**src/rtl/rx_pkg.sv**
```systemverilog
package rx_pkg;

  typedef enum logic [2:0] {
    RX_IDLE,
    RX_START,
    RX_DATA,
    RX_PARITY,
    RX_STOP
  } rx_state_e;

  typedef struct packed {
    logic brk;
    logic frm;
    logic par;
  } rx_flags_t;

  localparam int FLAG_W = 3;

endpackage

```
**src/rtl/rx_sync_edge.sv**
```systemverilog
module rx_sync_edge #(
  parameter int SYNC_STAGES = 2
) (
  input  logic clk,
  input  logic rst_n,
  input  logic tick,
  input  logic rxd_raw,
  output logic line,
  output logic fall
);

  logic [SYNC_STAGES-1:0] chain;
  logic                   prev_tick_level;

  // synchronizer chain, idle-high reset
  always_ff @(posedge clk or negedge rst_n) begin
    if (!rst_n) chain <= '1;
    else        chain <= {chain[SYNC_STAGES-2:0], rxd_raw};
  end

  assign line = chain[SYNC_STAGES-1];

  // level seen at the previous sampling tick
  always_ff @(posedge clk or negedge rst_n) begin
    if (!rst_n)    prev_tick_level <= 1'b1;
    else if (tick) prev_tick_level <= line;
  end

  assign fall = tick && prev_tick_level && !line;

endmodule

```
**src/rtl/rx_framer.sv**
```systemverilog
module rx_framer
  import rx_pkg::*;
#(
  parameter int DATA_BITS  = 8,
  parameter int OVERSAMPLE = 16
) (
  input  logic                 clk,
  input  logic                 rst_n,
  input  logic                 tick,
  input  logic                 line,
  input  logic                 fall,
  input  logic                 parity_en,
  input  logic                 parity_odd,
  output logic                 push,
  output logic [DATA_BITS-1:0] push_data,
  output rx_flags_t            push_flags
);

  localparam int CW   = $clog2(OVERSAMPLE);
  localparam int BW   = $clog2(DATA_BITS + 1);
  localparam int MID  = OVERSAMPLE / 2 - 1;
  localparam int LAST = OVERSAMPLE - 1;

  rx_state_e            state;
  logic [CW-1:0]        cnt;
  logic [BW-1:0]        bitn;
  logic [DATA_BITS-1:0] shreg;
  logic                 pbit;
  logic                 all_zero;
  logic                 at_mid;
  logic                 at_last;

  assign at_mid  = (cnt == CW'(MID));
  assign at_last = (cnt == CW'(LAST));

  always_ff @(posedge clk or negedge rst_n) begin
    if (!rst_n) begin
      state      <= RX_IDLE;
      cnt        <= '0;
      bitn       <= '0;
      shreg      <= '0;
      pbit       <= 1'b0;
      all_zero   <= 1'b1;
      push       <= 1'b0;
      push_data  <= '0;
      push_flags <= '0;
    end else begin
      push <= 1'b0;
      if (tick) begin
        unique case (state)
          RX_IDLE: begin
            if (fall) begin
              cnt   <= '0;
              state <= RX_START;
            end
          end
          RX_START: begin
            if (at_mid) begin
              cnt <= '0;
              if (!line) begin
                state    <= RX_DATA;
                bitn     <= '0;
                all_zero <= 1'b1;
                pbit     <= 1'b0;
              end else begin
                state <= RX_IDLE;
              end
            end else begin
              cnt <= cnt + 1'b1;
            end
          end
          RX_DATA: begin
            if (at_last) begin
              cnt      <= '0;
              shreg    <= {line, shreg[DATA_BITS-1:1]};
              all_zero <= all_zero & ~line;
              if (bitn == BW'(DATA_BITS - 1)) state <= parity_en ? RX_PARITY : RX_STOP;
              else                             bitn  <= bitn + 1'b1;
            end else begin
              cnt <= cnt + 1'b1;
            end
          end
          RX_PARITY: begin
            if (at_last) begin
              cnt      <= '0;
              pbit     <= line;
              all_zero <= all_zero & ~line;
              state    <= RX_STOP;
            end else begin
              cnt <= cnt + 1'b1;
            end
          end
          RX_STOP: begin
            if (at_last) begin
              cnt            <= '0;
              push           <= 1'b1;
              push_data      <= shreg;
              push_flags.frm <= ~line;
              push_flags.brk <= all_zero & ~line;
              push_flags.par <= parity_en & ((^shreg ^ pbit) != parity_odd);
              state          <= RX_IDLE;
            end else begin
              cnt <= cnt + 1'b1;
            end
          end
          default: state <= RX_IDLE;
        endcase
      end
    end
  end

endmodule

```
**src/rtl/rx_fifo.sv**
```systemverilog
module rx_fifo #(
  parameter int WIDTH = 11,
  parameter int DEPTH = 16
) (
  input  logic                       clk,
  input  logic                       rst_n,
  input  logic                       limit_one,
  input  logic                       push,
  input  logic [WIDTH-1:0]           push_word,
  input  logic                       pop,
  output logic [WIDTH-1:0]           head_word,
  output logic                       nonempty,
  output logic                       full,
  output logic [$clog2(DEPTH):0]     level
);

  localparam int AW = $clog2(DEPTH);
  localparam int LW = AW + 1;

  logic [WIDTH-1:0] mem [DEPTH];
  logic [AW-1:0]    wr_ptr;
  logic [AW-1:0]    rd_ptr;
  logic             accept;
  logic             take;

  assign nonempty  = (level != '0);
  assign full      = limit_one ? nonempty : (level == LW'(DEPTH));
  assign accept    = push && !full;
  assign take      = pop && nonempty;
  assign head_word = mem[rd_ptr];

  always_ff @(posedge clk) begin
    if (accept) mem[wr_ptr] <= push_word;
  end

  always_ff @(posedge clk or negedge rst_n) begin
    if (!rst_n) begin
      wr_ptr <= '0;
      rd_ptr <= '0;
      level  <= '0;
    end else begin
      if (accept) wr_ptr <= (wr_ptr == AW'(DEPTH - 1)) ? '0 : wr_ptr + 1'b1;
      if (take)   rd_ptr <= (rd_ptr == AW'(DEPTH - 1)) ? '0 : rd_ptr + 1'b1;
      unique case ({accept, take})
        2'b10:   level <= level + 1'b1;
        2'b01:   level <= level - 1'b1;
        default: level <= level;
      endcase
    end
  end

endmodule

```
**src/rtl/rx_line_receiver.sv**
```systemverilog
module rx_line_receiver
  import rx_pkg::*;
#(
  parameter int DATA_BITS   = 8,
  parameter int OVERSAMPLE  = 16,
  parameter int FIFO_DEPTH  = 16,
  parameter int SYNC_STAGES = 2
) (
  input  logic                 clk,
  input  logic                 rst_n,
  input  logic                 tick16,
  input  logic                 rxd,
  input  logic                 fifo_en,
  input  logic                 parity_en,
  input  logic                 parity_odd,
  output logic                 out_valid,
  input  logic                 out_ready,
  output logic [DATA_BITS-1:0] out_data,
  output logic [4:0]           line_status
);

  localparam int WORD_W = DATA_BITS + FLAG_W;
  localparam int LVL_W  = $clog2(FIFO_DEPTH) + 1;

  logic                 line_s;
  logic                 line_fall;
  logic                 frame_push;
  logic [DATA_BITS-1:0] frame_data;
  rx_flags_t            frame_flags;
  logic [WORD_W-1:0]    head_word;
  logic                 fifo_full;
  logic [LVL_W-1:0]     fifo_level;
  rx_flags_t            head_flags;
  logic                 overrun;
  logic                 handshake;

  rx_sync_edge #(.SYNC_STAGES(SYNC_STAGES)) u_sync (
    .clk     (clk),
    .rst_n   (rst_n),
    .tick    (tick16),
    .rxd_raw (rxd),
    .line    (line_s),
    .fall    (line_fall)
  );

  rx_framer #(.DATA_BITS(DATA_BITS), .OVERSAMPLE(OVERSAMPLE)) u_framer (
    .clk        (clk),
    .rst_n      (rst_n),
    .tick       (tick16),
    .line       (line_s),
    .fall       (line_fall),
    .parity_en  (parity_en),
    .parity_odd (parity_odd),
    .push       (frame_push),
    .push_data  (frame_data),
    .push_flags (frame_flags)
  );

  rx_fifo #(.WIDTH(WORD_W), .DEPTH(FIFO_DEPTH)) u_fifo (
    .clk       (clk),
    .rst_n     (rst_n),
    .limit_one (~fifo_en),
    .push      (frame_push),
    .push_word ({frame_flags, frame_data}),
    .pop       (out_ready),
    .head_word (head_word),
    .nonempty  (out_valid),
    .full      (fifo_full),
    .level     (fifo_level)
  );

  assign out_data   = head_word[DATA_BITS-1:0];
  assign head_flags = rx_flags_t'(head_word[WORD_W-1:DATA_BITS]);
  assign handshake  = out_valid && out_ready;

  // overrun: set by a dropped character, cleared by the next read
  always_ff @(posedge clk or negedge rst_n) begin
    if (!rst_n)                       overrun <= 1'b0;
    else if (frame_push && fifo_full) overrun <= 1'b1;
    else if (handshake)               overrun <= 1'b0;
  end

  assign line_status = {out_valid & head_flags.brk,
                        out_valid & head_flags.frm,
                        out_valid & head_flags.par,
                        overrun,
                        out_valid};

endmodule

```
**config.mk**
```make
export PLATFORM = sky130hd
export DESIGN_NAME = rx_line_receiver
export DESIGN_NICKNAME = d
export VERILOG_FILES = /design/src/rtl/rx_pkg.sv /design/src/rtl/rx_sync_edge.sv /design/src/rtl/rx_framer.sv /design/src/rtl/rx_fifo.sv /design/src/rtl/rx_line_receiver.sv
export SDC_FILE = /design/constraint.sdc
export NUM_CORES = 1
export LEC_CHECK = 0
export BUFFER_PORTS_ARGS = -buffer_cell sky130_fd_sc_hd__buf_2
export CAP_MARGIN = 20
export CORE_MARGIN = 5
export CORE_UTILIZATION = 53
export CTS_CLUSTER_DIAMETER = 50
export DETAILED_ROUTE_END_ITERATION = 12
export GPL_ROUTABILITY_DRIVEN = 0
export GPL_TIMING_DRIVEN = 1
export PLACE_DENSITY = 0.69
export SLEW_MARGIN = 25
export SYNTH_ARGS = -nofsm -noshare
export SYNTH_HDL_FRONTEND = slang
export SYNTH_SLANG_ARGS = --single-unit
```
**constraint.sdc**
```tcl
create_clock -name clk -period 3.52 [get_ports clk]
set_input_delay 0.176 -clock clk [delete_from_list [all_inputs] [get_ports clk]]
set_output_delay 0.176 -clock clk [all_outputs]
set_load 0.005 [all_outputs]
```
==> results.md <==
- Status: finished, final reports clean
- Die width: 143.0 microns
- Clock sink total: 226
- Worst slew pin tran: 791.8 ps
- CTS root buf: clkbuf_16
- Worst EP arrival: 2890 ps
- Crit-path slowest cell: dfrtp_2
- Power Dens Cells: 556.2 mW/mm^2
- Hold Path Class: in -> reg
- Number of antenna diodes: 0
- Switching share of power: 19.98%
- MaxCap Viol Count: 0
- Number of H-tree levels: 1
- NetSw: 1.198 mW
- Tcrit/Tclk final: 86.96%
- Critical path buffer and inverter count: 2
- Placed Cells: 764
- Syn Area/Cell: 17.92 sq um
- Post-synthesis sequential area ratio: 69.81%
- Top cell family by delay on the critical path: multiplexers
- CP Data Required Time: 3340 ps
- Site Rows: 48
- Largest net degree at the start of global routing: 51
- WL/cell: 22.66 microns
- Post-synth EDFFs: 176
- Critical path endpoint category: output pin
- Most common cell after layout, fill and taps aside: edfxtp_1
- Logic pwr share: 4.2%
- Sequential group share of total power: 49.7%
- Crit path largest cell delay: 830 ps
- Worst VDD drop: 437.9 uV
- Syn Nets: 541
- Crit Path Class: reg -> out
- Final Hold Viols: 0
- Slew Limit Fails: 0
- Clk pwr share: 46.1%
- First-pass GRT wire length: 29220 microns
- Fillers: 1204
- Most frequent cells in the layout: 176 x edfxtp_1, 55 x mux4_2, 44 x dfrtp_1
- Setup TNS: 0 ps
- DRT Wirelength: 18490 microns
- ANT nets after route: 0
- Die height: 143.0 microns
- Residual DRC: 0
- Fin crit period: 3061 ps
- Top-area cell type share of the netlist area: 56.40%
- Clock transition at path regs: 60 ps
- Type of origin of the critical path: flip-flop
- Clock buffer depth: 3
- RSZ-0062 raised after global routing: no
- Area delta synth->final: 15.05%
- Vias in the first global route: 4977
- Area of the mapped netlist: 0.009370 sq mm
- Yosys reg bits: 226
- Final Non-Filler Cells: 816
- Total GRT Usage: 18.93%
- CTS tree: built
- Max-slew headroom: 47.21%
- CP dominant cell by count: mux4_2
- Share of synthesized registers carrying an async set or reset: 22.12%
- Fmax: 326.7 MHz
- Clock skew: 23.78 ps
- Detailed Route Iter0 Violations: 299
- Clock Latency Late Sink: 520 ps
- Top cells by area, synth: edfxtp_1 56%, mux4_2 13%, dfrtp_1 12%
- Final setup violation count: 0
- Starting density of the core: 54.17%
- Synth cell types: 63
- Tot Pwr: 5.996 mW
- # nets final: 589
- Port bufs: 21
- Synth Instances: 523
- Drt via density: 5.886
- Die Area: 0.02044 sq mm
- Cell taking the most area after synthesis: edfxtp_1
- Synth Warn #: 0
- GRT overflow: 0
- Share of cells above drive strength 1: 29.61%
- HPWL after DPL: 11880 microns
- Critical path fanouts, max: 22
- CTS buffer count: 26
- Worst path cell trace: buf_12 -> mux4_2 -> mux4_2 -> and2_1 -> buf_2
- Core footprint: 0.01730 sq mm
- Initial antenna violation count: 0
- DR vias: 4803
- CTS resizes: 0
- Detailed Routing Iterations Pass 1: 5
- Top_reg_cell synth: edfxtp_1
- Pleak: 4.265 nW
- I/O pin count: 22
- Int Pwr: 4.798 mW
## final timing paths
kind	startpoint	slack [ps]	endpoint	cells past startpoint
worst min register to register	u_sync.chain[0]	360	u_sync.chain[1]	0
worst max register to register	u_fifo.level[1]	520	u_fifo.level[2]	11
max in group asynchronous	rst_n	2840	u_fifo.rd_ptr[1]	2
min in group asynchronous	rst_n	220	u_framer.cnt[2]	2
worst max-delay path	u_fifo.rd_ptr[0]	460	line_status[3]	5
worst min-delay path	parity_en	20	u_framer.push_flags[0]	3
## Yosys cell counts (3+ instances only)
cell type / n
nand2b_1: 3
buf_2: 6
mux2_2: 14
and2_1: 3
ha_1: 10
nor3_1: 5
o21ai_0: 11
xnor2_1: 9
buf_6: 5
a31oi_1: 3
mux4_2: 55
buf_1: 3
inv_1: 10
dfstp_2: 4
nor2b_1: 3
nand2_1: 38
edfxtp_1: 176
xor2_1: 7
dfrtp_1: 46
o31ai_1: 6
a21oi_1: 9
and3b_1: 3
or2_2: 3
clkbuf_1: 13
o211ai_1: 3
nor2_1: 18
nand3_1: 8
## state kept, by name, indices dropped and copies added (netlist names), 2 cells and up
| register | count |
|---|---|
| u_framer.cnt | 4 |
| u_fifo.wr_ptr | 4 |
| u_framer.bitn | 4 |
| u_fifo.mem | 176 |
| u_fifo.rd_ptr | 4 |
| u_framer.push_flags | 3 |
| u_fifo.level | 5 |
| u_sync.chain | 2 |
| u_framer.push_data | 8 |
| u_framer.state | 3 |
| u_framer.shreg | 8 |
## worst reg2reg max path, cell delays in order, from the launching register on
cell     delay [ps]
dfrtp_1         460
or4_4           580
or2_1           350
nand2_4         140
inv_1            70
ha_1            310
xor2_1          190
ha_1            230
a21oi_1         160
xor2_1          180
nor2_1           70
xor2_1          140
## through the flow
stage | setup slack, ps | util, % | cell area (sq um) | hold slack, ps
after floorplan | 666.2 | - | 9370 | -119.6
after global placement | 663.1 | 56.79 | 9823 | 284.4
after detailed placement | 570.5 | 56.81 | 9826 | 241.5
after CTS | 385.8 | 62.33 | 10780 | 1.180
after global routing | 283.7 | 62.33 | 10780 | 1.322
final | 458.9 | 62.33 | 10780 | 22.25
## power groups by stage
stage / Combinational [mW] / Clock (mW) / Sequential, mW
2_1_floorplan: 0.222 / 0 / 2.99
3_3_place_gp: 0.236 / 0 / 3.02
3_5_place_dp: 0.254 / 0 / 3.03
4_1_cts: 0.257 / 2.82 / 2.98
5_1_grt: 0.285 / 2.95 / 2.98
6_report: 0.253 / 2.77 / 2.98
## area by class of cell
type / instances / area, sq um / share of cell area [%]
repair buffers: 49 / 352.8 / 3.273
flip-flops and latches: 226 / 6544 / 60.70
clock inverters: 10 / 136.4 / 1.265
inverters: 11 / 41.29 / 0.3830
multi-input cells: 257 / 2646 / 24.55
clock buffers: 38 / 778.2 / 7.219
well taps: 225 / 281.5 / 2.611
## per-layer routing
layer,GRT usage (%),vias to the layer above,routed length [microns]
li1,-,2170,-
met1,25.08,2491,7643
met2,32.86,115,9711
met3,3.449,27,797
met4,4.702,0,339
met5,0,-,0
## logic make-up after synthesis
kind of cell | synth area share, %
adders and majority gates | 1.442
DFF | 69.81
buffers and inverters | 2.163
muxes | 15.22
xor gates and xnor gates | 1.736
AOI/OAI and AO/OA | 4.086
and+or+nand+nor | 5.542
## repair_timing
| action | CTS | global route |
|---|---|---|
| endpoints found under the hold margin | 50 | 0 |
| buffers inserted | 0 | 0 |
| hold buffers | 4 | 0 |
Power figures use the tool's default switching activity.
